## src/rtl/pm_wake_pkg.sv

```systemverilog
package pm_wake_pkg;

  localparam int EXC_W   = 4;
  localparam int CAUSE_W = 4;

  localparam logic [EXC_W-1:0] EXC_RESET    = 4'd0;
  localparam logic [EXC_W-1:0] EXC_MCHECK   = 4'd1;
  localparam logic [EXC_W-1:0] EXC_EXTERNAL = 4'd2;
  localparam logic [EXC_W-1:0] EXC_DECR     = 4'd3;
  localparam logic [EXC_W-1:0] EXC_DBELL    = 4'd4;
  localparam logic [EXC_W-1:0] EXC_HDBELL   = 4'd5;
  localparam logic [EXC_W-1:0] EXC_HMAINT   = 4'd6;
  localparam logic [EXC_W-1:0] EXC_PROGRAM  = 4'd7;
  localparam logic [EXC_W-1:0] EXC_SYSCALL  = 4'd8;

  // Strobes from control to datapath, valid in the request cycle
  typedef struct packed {
    logic take;      // an exception is delivered
    logic wake;      // delivered exception ends power-save
    logic redirect;  // delivered as system reset with a cause code
    logic abortNow;  // unsupported cause during power-save
    logic enterPs;   // power-save entry accepted
  } ctrlStrobes_t;

  function automatic logic isWakeCause(input logic [EXC_W-1:0] t);
    return (t == EXC_RESET) || (t == EXC_EXTERNAL) || (t == EXC_DECR) ||
           (t == EXC_DBELL) || (t == EXC_HDBELL) || (t == EXC_HMAINT);
  endfunction

  function automatic logic [CAUSE_W-1:0] causeCode(input logic [EXC_W-1:0] t);
    case (t)
      EXC_RESET:    return 4'h4;
      EXC_EXTERNAL: return 4'h8;
      EXC_DECR:     return 4'h6;
      EXC_DBELL:    return 4'h5;
      EXC_HDBELL:   return 4'h3;
      EXC_HMAINT:   return 4'hA;
      default:      return 4'h0;
    endcase
  endfunction

  function automatic logic [15:0] vectorOffset(input logic [EXC_W-1:0] t);
    case (t)
      EXC_RESET:    return 16'h0100;
      EXC_MCHECK:   return 16'h0200;
      EXC_EXTERNAL: return 16'h0500;
      EXC_DECR:     return 16'h0900;
      EXC_DBELL:    return 16'h0A00;
      EXC_HDBELL:   return 16'h0E80;
      EXC_HMAINT:   return 16'h0EA0;
      EXC_PROGRAM:  return 16'h0700;
      EXC_SYSCALL:  return 16'h0C00;
      default:      return 16'h0000;
    endcase
  endfunction

endpackage

```

## src/rtl/pm_wake_ctl.sv

```systemverilog
module pm_wake_ctl
  import pm_wake_pkg::*;
#(
  parameter int PM_KINDS = 4
) (
  input  logic                clk,
  input  logic                rstN,
  input  logic [PM_KINDS-1:0] pmInsn,
  input  logic                excReq,
  input  logic [EXC_W-1:0]    excType,
  output logic                psFlag,
  output logic                halted,
  output ctrlStrobes_t        ctrl
);

  logic anyPmInsn;
  logic isMcheck;
  logic supported;
  logic wakeReq;

  always_comb begin
    anyPmInsn = |pmInsn;
    isMcheck  = (excType == EXC_MCHECK);
    supported = isMcheck | isWakeCause(excType);
    wakeReq   = excReq & psFlag;

    ctrl.take     = excReq & (~psFlag | supported);
    ctrl.wake     = wakeReq & supported;
    ctrl.redirect = wakeReq & supported & ~isMcheck;
    ctrl.abortNow = wakeReq & ~supported;
    // an exception in the same cycle wins over entry
    ctrl.enterPs  = anyPmInsn & ~excReq & ~psFlag;
  end

  always_ff @(posedge clk) begin
    if (!rstN)             psFlag <= 1'b0;
    else if (excReq)       psFlag <= 1'b0;
    else if (ctrl.enterPs) psFlag <= 1'b1;
  end

  // drops in the very cycle the waking request is presented
  assign halted = psFlag & ~excReq;

endmodule

```

## src/rtl/pm_wake_dp.sv

```systemverilog
module pm_wake_dp
  import pm_wake_pkg::*;
#(
  parameter int XLEN      = 64,
  parameter int EE_BIT    = 15,
  parameter int DOZE_BIT  = 16,
  parameter int CAUSE_LSB = 18
) (
  input  logic             clk,
  input  logic             rstN,
  input  ctrlStrobes_t     ctrl,
  input  logic [EXC_W-1:0] excType,
  input  logic [XLEN-1:0]  msrIn,
  output logic             excOutValid,
  output logic [EXC_W-1:0] excOutType,
  output logic [XLEN-1:0]  excOutVector,
  output logic [XLEN-1:0]  srr1Or,
  output logic             abort,
  output logic             msrWe,
  output logic [XLEN-1:0]  msrWrData
);

  localparam logic [XLEN-1:0] EE_MASK = XLEN'(1) << EE_BIT;

  logic [EXC_W-1:0] typeNext;
  logic [XLEN-1:0]  vecNext;
  logic [XLEN-1:0]  srr1Next;

  always_comb begin
    typeNext = ctrl.redirect ? EXC_RESET : excType;
    vecNext  = XLEN'(vectorOffset(typeNext));
    srr1Next = '0;
    if (ctrl.wake) begin
      srr1Next[DOZE_BIT] = 1'b1;
      if (ctrl.redirect) srr1Next[CAUSE_LSB +: CAUSE_W] = causeCode(excType);
    end
  end

  always_ff @(posedge clk) begin
    if (!rstN) begin
      excOutValid  <= 1'b0;
      excOutType   <= '0;
      excOutVector <= '0;
      srr1Or       <= '0;
      abort        <= 1'b0;
      msrWe        <= 1'b0;
      msrWrData    <= '0;
    end else begin
      excOutValid  <= ctrl.take;
      excOutType   <= ctrl.take ? typeNext : '0;
      excOutVector <= ctrl.take ? vecNext : '0;
      srr1Or       <= ctrl.take ? srr1Next : '0;
      abort        <= ctrl.abortNow;
      msrWe        <= ctrl.enterPs;
      msrWrData    <= ctrl.enterPs ? (msrIn | EE_MASK) : '0;
    end
  end

endmodule

```

## src/rtl/pm_wake_ctrl.sv

```systemverilog
module pm_wake_ctrl
  import pm_wake_pkg::*;
#(
  parameter int XLEN      = 64,
  parameter int EE_BIT    = 15,
  parameter int DOZE_BIT  = 16,
  parameter int CAUSE_LSB = 18
) (
  input  logic             clk,
  input  logic             rstN,
  input  logic [3:0]       pmInsn,
  input  logic             excReq,
  input  logic [3:0]       excType,
  input  logic [XLEN-1:0]  msrIn,
  output logic             halted,
  output logic             excOutValid,
  output logic [3:0]       excOutType,
  output logic [XLEN-1:0]  excOutVector,
  output logic [XLEN-1:0]  srr1Or,
  output logic             abort,
  output logic             msrWe,
  output logic [XLEN-1:0]  msrWrData
);

  ctrlStrobes_t ctrl;
  logic         psFlag;

  pm_wake_ctl #(.PM_KINDS(4)) uCtl (
    .clk(clk), .rstN(rstN), .pmInsn(pmInsn), .excReq(excReq),
    .excType(excType), .psFlag(psFlag), .halted(halted), .ctrl(ctrl)
  );

  pm_wake_dp #(
    .XLEN(XLEN), .EE_BIT(EE_BIT), .DOZE_BIT(DOZE_BIT), .CAUSE_LSB(CAUSE_LSB)
  ) uDp (
    .clk(clk), .rstN(rstN), .ctrl(ctrl), .excType(excType), .msrIn(msrIn),
    .excOutValid(excOutValid), .excOutType(excOutType),
    .excOutVector(excOutVector), .srr1Or(srr1Or), .abort(abort),
    .msrWe(msrWe), .msrWrData(msrWrData)
  );

endmodule

```

## config.mk

```make
export PLATFORM = sky130hd
export DESIGN_NAME = pm_wake_ctrl
export DESIGN_NICKNAME = d
export VERILOG_FILES = /design/src/rtl/pm_wake_pkg.sv /design/src/rtl/pm_wake_ctl.sv /design/src/rtl/pm_wake_dp.sv /design/src/rtl/pm_wake_ctrl.sv
export SDC_FILE = /design/constraint.sdc
export NUM_CORES = 1
export LEC_CHECK = 0
export BUFFER_PORTS_ARGS = -buffer_cell sky130_fd_sc_hd__buf_2
export CELL_PAD_IN_SITES_DETAIL_PLACEMENT = 0
export CELL_PAD_IN_SITES_GLOBAL_PLACEMENT = 1
export CORE_MARGIN = 1.5
export CORE_UTILIZATION = 29
export CTS_CLUSTER_DIAMETER = 60
export DETAILED_ROUTE_END_ITERATION = 16
export GPL_TIMING_DRIVEN = 0
export PLACE_DENSITY_LB_ADDON = 0.12
export RECOVER_POWER = 50
export SLEW_MARGIN = 10
export SYNTH_ARGS = -nofsm -noshare
export SYNTH_HDL_FRONTEND = slang
export SYNTH_SLANG_ARGS = --single-unit
```

## constraint.sdc

```tcl
create_clock -name clk -period 4.2 [get_ports clk]
set_input_delay 0.42 -clock clk [delete_from_list [all_inputs] [get_ports clk]]
set_output_delay 0.42 -clock clk [all_outputs]
set_load 0.02 [all_outputs]
```

==> impl_metrics.env <==
export IMPL_status="completed"
export IMPL_dp_cells=745
export IMPL_cp_arrival_ps=2260
export IMPL_yosysTopAreaCell="dfxtp_1"
export IMPL_use_met3=0.03991
export IMPL_fmaxAchievable_mhz=495.0
export IMPL_insertedDiodeCount=0
export IMPL_fin_ws_ps=2180
export IMPL_fin_tns_setup_ps=0
export IMPL_dp_hpwl_um=6248
export IMPL_synthCells=334
export IMPL_drt_pass1_iterations=4
export IMPL_cpMaxStageDelayCell="o21ai_0"
export IMPL_post_route_cell_area_um2=4995
export IMPL_vias=2591
export IMPL_crit_path_max_fanout=8
export IMPL_ys_async_sr_fraction=0
export IMPL_ys_flop_type="dfxtp_1"
export IMPL_fin_crit_sh=0.4810
export IMPL_grt_overflow_total=0
export IMPL_grt_pass1_vias=2368
export IMPL_ant_nets=0
export IMPL_synth_yosys_seq_area_share=0.4859
export IMPL_wl_per_cell_um=10.17
export IMPL_synth_top_area_frac=0.4859
export IMPL_die_h_um=110.9
export IMPL_post_cts_buffers=0
export IMPL_slew_viol_final=0
export IMPL_met1_usage=0.1445
export IMPL_ys_warn_count=0
export IMPL_drive_gt1_frac=0.3647
export IMPL_cp_startpoint="uCtl.psFlag$_SDFFE_PP0P_"
export IMPL_synth_edff_count=0
export IMPL_holdCritPathClass="in2reg"
export IMPL_synth_area_leaders="dfxtp_1 (49%), buf_4 (26%), and2_1 (12%)"
export IMPL_postSynthAreaPerCell_um2=10.11
export IMPL_hold_slack_ps=284.0
export IMPL_hold_viol=0
export IMPL_vias_per_cell=3.409
export IMPL_cts_buffer_depth=2
export IMPL_cp_start_kind="register"
export IMPL_irDropWorstVdd_mv=0.1808
export IMPL_grt_usage=0.1238
export IMPL_cp_cell_sequence="clkbuf_1, nand3b_1, o21ai_0, inv_1, ha_1, o211a_1, a311oi_1"
export IMPL_ys_ff_latch=82
export IMPL_setup_viol=0
export IMPL_syn2layout_area_growth_pct=47.85
export IMPL_fin_worst_skew_ps=7.866
export IMPL_clk_pin_slew_ps=60
export IMPL_power_density_nw_per_um2=407.3
export IMPL_clk_latency_ps=330
export IMPL_max_stage_delay_ps=450
export IMPL_fin_cells=760
export IMPL_initial_core_util=0.2971
export IMPL_dieWidth_um=110.9
export IMPL_rows=39
export IMPL_grt_first_pass_wirelength_um=11900
export IMPL_core_area_um2=11370
export IMPL_ctsResizeCount=0
export IMPL_place_ws_ps=2100
export IMPL_place_gp_congestion=0.7700
export IMPL_layout_min_cycle_time_ps=2020
export IMPL_cts_tree="done"
export IMPL_antenna_found_initial=0
export IMPL_finalWirelength_um=7726
export IMPL_nNetsFinal=692
export IMPL_critical_path_class="reg2reg"
export IMPL_cap_viol_max_count=0
export IMPL_place_area_um2=4753
export IMPL_timing_rr_start="uCtl.psFlag$_SDFFE_PP0P_"
export IMPL_end_kind="register"
export IMPL_crit_required_ps=4440
export IMPL_slew_headroom=0.4205
export IMPL_hp_start="msrIn[30]"
export IMPL_cpLargestDelayFamily="compound AO/OA/AOI/OAI gates"
export IMPL_io_pins=275
export IMPL_power_leakage_nw=2.650
export IMPL_die_area_um2=12310
export IMPL_drcViolationCount=0
export IMPL_clock_sinks=82
export IMPL_port_buffers=152
export IMPL_dr_first_iter_drc_count=112
export IMPL_syn_area_um2=3378
export IMPL_met2_usage=0.2053
export IMPL_cts_htree_levels=3
export IMPL_grt_max_degree=15
export IMPL_gr_max_usage_layer="met2"
export IMPL_cts_buffers_inserted=9
export IMPL_synth_distinct_cells=33
export IMPL_rsz0062_at_grt="false"
export IMPL_hold_buffers=0
export IMPL_worst_pin_slew_ps=861.3
export IMPL_cp_num_buf_inv=2
export IMPL_cts_root_buffer="clkbuf_16"
[report_power, final]
part,internal [W],switching [W]
registers,0.000807,0.00000679
logic,0.000133,0.000198
clock network,0.000580,0.000309
total,0.00152,0.000514
[worst paths after layout]
check | endpoint | slack (ps) | cells past startpoint
max | uDp.excOutVector[11]$_SDFF_PP0_ | 2180 | 7
max reg2reg | uDp.excOutVector[11]$_SDFF_PP0_ | 2180 | 7
min reg2reg | uCtl.psFlag$_SDFFE_PP0P_ | 710 | 3
min | uDp.msrWrData[30]$_SDFF_PN0_ | 280 | 2
[cell families (layout without fill, tap and decap cells)]
kind of cell | count (synthesis) | count (layout) | synth area share
flops | 82 | 82 | 0.4859
xor+xnor | 2 | 2 | 0.005186
other cells | 1 | 117 | 0.001110
buf+inv | 135 | 302 | 0.2856
compound gates | 16 | 16 | 0.03259
fa+ha+maj | 4 | 4 | 0.01482
simple gates | 94 | 94 | 0.1748
[per-layer routing]
layer	part of all wire	vias to the layer above
li1	-	1354
met5	0	-
met1	0.42	1069
met3	0.099	10
met2	0.47	158
met4	0.018	0
[cell usage in the layout, fill, tap and decap left out, types with 2 or more instances in the layout]
cell / instances
a21oi_1: 4
a311oi_1: 2
a31oi_1: 2
and2_1: 66
buf_2: 82
buf_4: 119
bufinv_16: 3
clkbuf_1: 76
clkbuf_16: 9
clkbuf_2: 5
conb_1: 117
dfxtp_1: 82
ha_1: 4
inv_1: 5
nand2_1: 5
nand2b_1: 3
nand3b_1: 2
nor2_1: 7
nor3b_1: 2
o21ai_0: 4
[sequential cells by signal (all words and copies together) (netlist names)]
name and cells:
uDp.srr1Or 5, uDp.excOutValid 1, uDp.excOutVector 6, uCtl.psFlag 1, uDp.msrWrData 63, uDp.excOutType 4, uDp.msrWe 1, uDp.abort 1
[area by class of cell]
cell class                 count  area [um2]
inverter                       5       18.77
fill                        1209        6375
multi-input combinational    233        1201
tap                          143       178.9
sequential                    82        1642
buffer                       130       944.7
clock inverter                 6       115.1
clock buffer                   9       225.2
timing repair buffer         152       669.4
[per-stage QoR]
step                      total power [W]  utilization
after global placement           0.001165       0.4181
after CTS                        0.002064       0.4480
after floorplan                  0.001093            -
final                            0.002035       0.4393
after global routing             0.002124       0.4393
after detailed placement         0.001167       0.4181
[cell usage after synthesis, types with 2 or more instances]
| cell type | n |
|---|---|
| clkbuf_1 | 2 |
| o21ai_0 | 4 |
| dfxtp_1 | 82 |
| buf_2 | 3 |
| a31oi_1 | 2 |
| clkbuf_2 | 6 |
| a311oi_1 | 2 |
| inv_1 | 5 |
| nand2_1 | 5 |
| nor2_1 | 7 |
| ha_1 | 4 |
| nand3b_1 | 2 |
| a21oi_1 | 4 |
| nor3b_1 | 2 |
| buf_4 | 119 |
| nand2b_1 | 3 |
| and2_1 | 66 |
[worst reg2reg max path, cell delays in order, from the launching register on]
cell,delay (ps)
dfxtp_1,300
clkbuf_1,310
nand3b_1,220
o21ai_0,450
inv_1,130
ha_1,200
o211a_1,100
a311oi_1,220
Note: power is estimated with default switching activity, not from simulation.
